File: src/rtl/shadow_pkg.sv
// Shared types for the shadow region decoder.
// Assumes two-bit route codes; the enum order is part of the port contract.
package shadow_pkg;

    typedef enum logic [1:0] {
        RT_NONE = 2'd0,
        RT_DRAM = 2'd1,
        RT_EXT  = 2'd2,
        RT_DROP = 2'd3
    } route_t;

    typedef struct packed {
        logic rd_en;
        logic wr_en;
    } part_ctl_t;

    // Read route from a part's enables.
    function automatic route_t rd_of(part_ctl_t c);
        return c.rd_en ? RT_DRAM : RT_EXT;
    endfunction

    // Write route: a part that is read from DRAM but not writable drops writes.
    function automatic route_t wr_of(part_ctl_t c);
        if (c.wr_en)
            return RT_DRAM;
        return c.rd_en ? RT_DROP : RT_EXT;
    endfunction

endpackage

File: src/rtl/shadow_cfg_regs.sv
// Configuration register bank behind an index port and a data port.
// Holds NUM_REGS registers of DATA_W bits and hands the few control bytes the
// decoder needs straight out. Reads are combinational and side-effect free.
// Assumes a single I/O strobe per cycle; a write takes effect at the clock edge.
module shadow_cfg_regs #(
    parameter int          NUM_REGS   = 16,
    parameter int          DATA_W     = 8,
    parameter int          IO_AW      = 16,
    parameter logic [15:0] INDEX_PORT = 16'h0022,
    parameter logic [15:0] DATA_PORT  = 16'h0024,
    parameter int          CACHE_IDX  = 2,
    parameter int          SEG_LO_IDX = 4,
    parameter int          SEG_HI_IDX = 5,
    parameter int          TOP_IDX    = 6
) (
    input  logic              clk,
    input  logic              rst_n,
    input  logic              io_wr,
    input  logic              io_rd,
    input  logic [IO_AW-1:0]  io_addr,
    input  logic [DATA_W-1:0] io_wdata,
    output logic [DATA_W-1:0] io_rdata,
    output logic [DATA_W-1:0] cache_reg,
    output logic [DATA_W-1:0] seg_lo_reg,
    output logic [DATA_W-1:0] seg_hi_reg,
    output logic [DATA_W-1:0] top_reg
);
    localparam int SEL_W = $clog2(NUM_REGS);

    logic [SEL_W-1:0]                 sel_q;
    logic [NUM_REGS-1:0][DATA_W-1:0]  bank_q;
    logic                             hit_index;
    logic                             hit_data;

    // Port decode for both strobes.
    assign hit_index = (io_addr == IO_AW'(INDEX_PORT));
    assign hit_data  = (io_addr == IO_AW'(DATA_PORT));

    // Index register: loaded from the low data bits on an index-port write.
    always_ff @(posedge clk) begin
        if (!rst_n)
            sel_q <= '0;
        else if (io_wr && hit_index)
            sel_q <= io_wdata[SEL_W-1:0];
    end

    // Register bank: one entry per index, written through the data port.
    genvar g;
    generate
        for (g = 0; g < NUM_REGS; g++) begin : g_bank
            always_ff @(posedge clk) begin
                if (!rst_n)
                    bank_q[g] <= '0;
                else if (io_wr && hit_data && (sel_q == SEL_W'(g)))
                    bank_q[g] <= io_wdata;
            end
        end
    endgenerate

    // Read mux: data port gives the selected entry, index port the index.
    always_comb begin
        io_rdata = '0;
        if (io_rd) begin
            if (hit_data)
                io_rdata = bank_q[sel_q];
            else if (hit_index)
                io_rdata = DATA_W'(sel_q);
        end
    end

    assign cache_reg  = bank_q[CACHE_IDX];
    assign seg_lo_reg = bank_q[SEG_LO_IDX];
    assign seg_hi_reg = bank_q[SEG_HI_IDX];
    assign top_reg    = bank_q[TOP_IDX];

endmodule

File: src/rtl/shadow_part_map.sv
// Unpacks control bytes into per-part read/write enables.
// Segments 0..SEGS_PER_REG-1 come from the low byte, the rest from the high
// byte, two bits per segment (read enable low, write enable high). The two
// large regions take consecutive bit pairs of the top byte.
module shadow_part_map
    import shadow_pkg::*;
#(
    parameter int DATA_W  = 8,
    parameter int NUM_SEG = 8,
    parameter int NUM_BIG = 2
) (
    input  logic [DATA_W-1:0]  seg_lo_reg,
    input  logic [DATA_W-1:0]  seg_hi_reg,
    input  logic [DATA_W-1:0]  top_reg,
    output part_ctl_t          seg_ctl [NUM_SEG],
    output part_ctl_t          big_ctl [NUM_BIG]
);
    localparam int SEGS_PER_REG = DATA_W / 2;

    logic [2*SEGS_PER_REG-1:0][DATA_W-1:0] seg_src;
    logic unused_top;

    assign seg_src = {seg_hi_reg, seg_lo_reg};

    genvar s;
    generate
        // One bit pair per 16 KB segment.
        for (s = 0; s < NUM_SEG; s++) begin : g_seg
            assign seg_ctl[s].rd_en = seg_src[s / SEGS_PER_REG][2 * (s % SEGS_PER_REG)];
            assign seg_ctl[s].wr_en = seg_src[s / SEGS_PER_REG][2 * (s % SEGS_PER_REG) + 1];
        end
        // One bit pair per 64 KB region.
        for (s = 0; s < NUM_BIG; s++) begin : g_big
            assign big_ctl[s].rd_en = top_reg[2 * s];
            assign big_ctl[s].wr_en = top_reg[2 * s + 1];
        end
    endgenerate

    assign unused_top = ^top_reg[DATA_W-1:2*NUM_BIG];

endmodule

File: src/rtl/shadow_addr_decode.sv
// Maps a memory address to its part and produces read, write and access routes.
// Assumes a 1 MB real-mode map: segments cover 0xC0000-0xDFFFF in 16 KB steps,
// big regions cover 0xE0000-0xFFFFF in 64 KB steps. Purely combinational.
module shadow_addr_decode
    import shadow_pkg::*;
#(
    parameter int ADDR_W  = 24,
    parameter int NUM_SEG = 8,
    parameter int NUM_BIG = 2
) (
    input  logic [ADDR_W-1:0] mem_addr,
    input  logic              mem_we,
    input  part_ctl_t         seg_ctl [NUM_SEG],
    input  part_ctl_t         big_ctl [NUM_BIG],
    output route_t            rd_route,
    output route_t            wr_route,
    output route_t            acc_route
);
    localparam int SEG_SH  = 14;
    localparam int BIG_SH  = 16;
    localparam int SEG_W   = $clog2(NUM_SEG);
    localparam int BIG_W   = (NUM_BIG > 1) ? $clog2(NUM_BIG) : 1;
    localparam logic [3:0] SEG_BASE_NIB = 4'hC;
    localparam logic [3:0] BIG_BASE_NIB = 4'hE;

    logic               above_map;
    logic [3:0]         nib;
    logic [SEG_W-1:0]   seg_sel;
    logic [BIG_W-1:0]   big_sel;
    logic               in_seg;
    logic               in_big;
    logic               unused_low;

    // Anything past the first megabyte is never claimed.
    generate
        if (ADDR_W > 20) begin : g_above
            assign above_map = |mem_addr[ADDR_W-1:20];
        end else begin : g_fit
            assign above_map = 1'b0;
        end
    endgenerate

    assign nib     = mem_addr[19:16];
    assign seg_sel = mem_addr[SEG_SH + SEG_W - 1:SEG_SH];
    assign big_sel = mem_addr[BIG_SH + BIG_W - 1:BIG_SH];
    assign unused_low = ^mem_addr[SEG_SH-1:0];

    // Window membership for each part family.
    assign in_seg = !above_map && (nib >= SEG_BASE_NIB) && (nib < BIG_BASE_NIB);
    assign in_big = !above_map && (nib >= BIG_BASE_NIB);

    // Route selection for the part the address falls in.
    always_comb begin
        rd_route = RT_NONE;
        wr_route = RT_NONE;
        if (in_seg) begin
            rd_route = rd_of(seg_ctl[seg_sel]);
            wr_route = wr_of(seg_ctl[seg_sel]);
        end else if (in_big) begin
            rd_route = rd_of(big_ctl[big_sel]);
            wr_route = wr_of(big_ctl[big_sel]);
        end
    end

    // Route of the access actually in flight.
    assign acc_route = mem_we ? wr_route : rd_route;

endmodule

File: src/rtl/shadow_route_unit.sv
// Top of the shadow region decoder: I/O-reached configuration bank, part
// enable map and address decoder. Routes are combinational from the address
// and the current registers; configuration changes land on the clock edge.
module shadow_route_unit
    import shadow_pkg::*;
#(
    parameter int ADDR_W   = 24,
    parameter int IO_AW    = 16,
    parameter int DATA_W   = 8,
    parameter int NUM_REGS = 16
) (
    input  logic              clk,
    input  logic              rst_n,
    input  logic              io_wr,
    input  logic              io_rd,
    input  logic [IO_AW-1:0]  io_addr,
    input  logic [DATA_W-1:0] io_wdata,
    output logic [DATA_W-1:0] io_rdata,
    input  logic [ADDR_W-1:0] mem_addr,
    input  logic              mem_we,
    output logic [1:0]        rd_route,
    output logic [1:0]        wr_route,
    output logic [1:0]        acc_route,
    output logic              cache_en
);
    localparam int NUM_SEG = 8;
    localparam int NUM_BIG = 2;
    localparam int CACHE_BIT_A = 2;
    localparam int CACHE_BIT_B = 3;

    logic [DATA_W-1:0] cache_reg;
    logic [DATA_W-1:0] seg_lo_reg;
    logic [DATA_W-1:0] seg_hi_reg;
    logic [DATA_W-1:0] top_reg;
    part_ctl_t         seg_ctl [NUM_SEG];
    part_ctl_t         big_ctl [NUM_BIG];
    route_t            rd_r, wr_r, acc_r;
    logic              unused_cache;

    shadow_cfg_regs #(
        .NUM_REGS (NUM_REGS),
        .DATA_W   (DATA_W),
        .IO_AW    (IO_AW)
    ) cfg_i (
        .clk        (clk),
        .rst_n      (rst_n),
        .io_wr      (io_wr),
        .io_rd      (io_rd),
        .io_addr    (io_addr),
        .io_wdata   (io_wdata),
        .io_rdata   (io_rdata),
        .cache_reg  (cache_reg),
        .seg_lo_reg (seg_lo_reg),
        .seg_hi_reg (seg_hi_reg),
        .top_reg    (top_reg)
    );

    shadow_part_map #(
        .DATA_W  (DATA_W),
        .NUM_SEG (NUM_SEG),
        .NUM_BIG (NUM_BIG)
    ) map_i (
        .seg_lo_reg (seg_lo_reg),
        .seg_hi_reg (seg_hi_reg),
        .top_reg    (top_reg),
        .seg_ctl    (seg_ctl),
        .big_ctl    (big_ctl)
    );

    shadow_addr_decode #(
        .ADDR_W  (ADDR_W),
        .NUM_SEG (NUM_SEG),
        .NUM_BIG (NUM_BIG)
    ) dec_i (
        .mem_addr  (mem_addr),
        .mem_we    (mem_we),
        .seg_ctl   (seg_ctl),
        .big_ctl   (big_ctl),
        .rd_route  (rd_r),
        .wr_route  (wr_r),
        .acc_route (acc_r)
    );

    assign rd_route  = rd_r;
    assign wr_route  = wr_r;
    assign acc_route = acc_r;

    // Cache enable needs both control bits set.
    assign cache_en = cache_reg[CACHE_BIT_A] & cache_reg[CACHE_BIT_B];
    assign unused_cache = ^{cache_reg[DATA_W-1:CACHE_BIT_B+1], cache_reg[CACHE_BIT_A-1:0]};

endmodule

File: config.mk
export PLATFORM = sky130hd
export DESIGN_NAME = shadow_route_unit
export DESIGN_NICKNAME = d
export VERILOG_FILES = /design/src/rtl/shadow_pkg.sv /design/src/rtl/shadow_cfg_regs.sv /design/src/rtl/shadow_part_map.sv /design/src/rtl/shadow_addr_decode.sv /design/src/rtl/shadow_route_unit.sv
export SDC_FILE = /design/constraint.sdc
export NUM_CORES = 1
export LEC_CHECK = 0
export BUFFER_PORTS_ARGS = -buffer_cell sky130_fd_sc_hd__buf_2
export CAP_MARGIN = 20
export CELL_PAD_IN_SITES_DETAIL_PLACEMENT = 2
export CELL_PAD_IN_SITES_GLOBAL_PLACEMENT = 2
export CORE_ASPECT_RATIO = 1.4
export CORE_MARGIN = 4
export CORE_UTILIZATION = 43
export CTS_CLUSTER_SIZE = 20
export DETAILED_ROUTE_END_ITERATION = 10
export HOLD_SLACK_MARGIN = 0.05
export MAX_ROUTING_LAYER = met4
export PLACE_DENSITY = 0.85
export SKIP_CTS_REPAIR_TIMING = 1
export SLEW_MARGIN = 20
export SYNTH_ARGS = -nofsm -noshare
export SYNTH_HDL_FRONTEND = slang
export SYNTH_HIERARCHICAL = 1
export SYNTH_SLANG_ARGS = --single-unit
File: constraint.sdc
create_clock -name clk -period 4.1 [get_ports clk]
set_input_delay 0.205 -clock clk [delete_from_list [all_inputs] [get_ports clk]]
set_output_delay 0.205 -clock clk [all_outputs]
set_load 0.01 [all_outputs]
==> key figures <==
Floorplanning
  • Die span in x: around 120 um
  • Core area: 16100 um^2
  • # rows: 55
  • Initial cell density of the core: 0.437
  • I/O pin count: about 70
  • Area enclosed by the die boundary: 18500 um^2
  • Die boundary height: between 150 and 200 um

Synthesis
  • Net count after synthesis: 691
  • Synth warnings: 6
  • Netlist area before placement: 7040 um^2
  • Average instance area after synthesis: about 11 um^2
  • Post-Syn Instances: 638

Timing
  • Slew Limit Headroom: 0.290
  • Number of max-slew violations in the final report: 0
  • Setup repair after global routing missed its margin: false
  • Slew at the pin with the worst max-slew slack: between 1000 and 1500 ps
  • Setup TNS: 0 ps
  • Max Clock Freq: 289 MHz
  • Final Critical Period: 3460 ps
  • Layout Skew: 7.76 ps
  • Number of hold violations in the final report: 0
  • Final setup viols: 0
  • Crit share post-route: 0.843

Worst setup path
  • Critical path endpoint category: output pin
  • Kind of launch point of the worst setup path: flop
  • Maximum fanout count along the critical path: 16
  • Required time of the critical path: 3890 ps
  • Arrival time at the worst endpoint: 3250 ps
  • Category of the most critical setup path: reg2out

Pwr
  • Sequential Power Share: 0.424
  • Largest vdd supply drop: 0.000322 V
  • Combinational share of power: 0.033
  • Total net switching power: 697 uW
  • Internal: 2.33 mW
  • Total power: 3.02 mW
  • Net switching share of the total power: 0.231
  • Static Leak: approximately 2.8 nW
  • PD cells: 394 nW/um^2
  • Clock share of power: 0.543

Worst hold path
  • Type of the most critical hold path: in2reg

Drt
  • Via count: 4852
  • Number of nets with antenna violations after detailed routing: 0
  • Pre-Repair DR Iteration Count: 5
  • Wire per inst: 27.1 um
  • DRC errors left: 0
  • Violation count after the first detailed-routing iteration: 245
  • Total wire length: ~23000 um
  • Via/cell ratio: 5.82

Cells and area
  • Non-filler instance count after layout: ~830
  • Commonest non-fill, non-tap cells in the layout: sky130_fd_sc_hd__dfxtp_1, sky130_fd_sc_hd__mux2i_1, sky130_fd_sc_hd__nor2b_1, sky130_fd_sc_hd__buf_2, sky130_fd_sc_hd__mux4_2
  • Share of post-route cells with drive strength above 1: 0.235
  • Biggest register: cfg_i/bank_q
  • Synthesis-to-layout area growth: 9.08%
  • Design area: 7680 um^2
  • Flip-flop count of the largest register, all copies and words added: 96
  • Most common cell after layout, fill and taps aside: sky130_fd_sc_hd__dfxtp_1
  • ANT cells: 0
  • Share of the core filled with cells in the final layout: 0.477
  • NumNets Final: 675
  • Final-layout fill cell count: 1598

Placement
  • Post-place instance area: 7060 um^2
  • Count of placed standard cells including taps: 802
  • Global placement routability congestion: 0.775
  • Port-buffer cells: 53
  • DP Wirelength: approximately 14000 um

Global routing
  • First-pass GRT wire length: 35400 um
  • Total overflow reported by the global router: 0
  • Maximum number of pins on one net before global-route repair: 77
  • Initial antenna violation count: 0
  • Number of global-route vias before repair: between 5k and 6k
  • Overall global routing resource usage: 0.262

Clocking
  • Clock sinks: around 130
  • Deepest level of the CTS H-tree: 4
  • Clock tree from TritonCTS: built
  • CTS Root Buffer Type: sky130_fd_sc_hd__clkbuf_16
  • Inserted Clock Buffers: 17
  • CTS clk-pin slew, worst paths: 60 ps
  • Source-to-sink clock delay at the later pin of the worst-skew pair: 440 ps
  • Number of buffers on the longest clock path: 2

Flow run
  • Max-cap check violation count: 0

Run status
  • Run status: completed
cell type report:
cell class	count	area, um^2	share of cell area
Sequential cell	132	2640	0.344
Clock inverter	11	150	0.0195
Multi-Input combinational cell	408	3850	0.501
Tap cell	199	249	0.0324
Timing Repair Buffer	58	303	0.0394
Inverter	5	18.8	0.00244
Clock buffer	21	470	0.0612
worst max-delay path: stages, from the launching register on:
cell,delay (ps)
sky130_fd_sc_hd__dfxtp_1,950
sky130_fd_sc_hd__buf_4,430
sky130_fd_sc_hd__mux4_2,560
sky130_fd_sc_hd__nor2b_1,150
sky130_fd_sc_hd__a211oi_1,380
sky130_fd_sc_hd__a211oi_1,120
sky130_fd_sc_hd__buf_2,200
worst paths after layout:
check / startpoint / to / slack [ps] / cells after the start
setup / recovery: cfg_i/sel_q[0] / io_rdata[5] / 640 / 6
hold reg to reg: cfg_i/bank_q[123] / cfg_i/bank_q[123] / 480 / 2
hold / removal: io_addr[2] / cfg_i/sel_q[3] / 160 / 3
setup reg to reg: cfg_i/sel_q[2] / cfg_i/bank_q[62] / 1110 / 4
through the flow:
stage	setup slack, ps	hold slack [ps]
CTS	639	196
detailed placement	1170	473
global route	503	172
finish	644	162
global placement	1200	447
floorplan	1940	374
power by group through the flow:
stage / logic, mW / registers (mW) / clock network [mW]
global route: 0.108 / 1.28 / 1.71
global placement: 0.0915 / 1.31 / 0
detailed placement: 0.0975 / 1.31 / 0
finish: 0.101 / 1.28 / 1.64
CTS: 0.100 / 1.28 / 1.66
floorplan: 0.0582 / 1.31 / 0
layer usage:
metal,vias up,GRT usage,part of all wire
li1,2170,-,-
met1,2502,0.288,0.38
met2,116,0.446,0.54
met5,-,-,0
met3,64,0.0517,0.032
met4,0,0.127,0.044
Power figures use the tool's default switching activity.
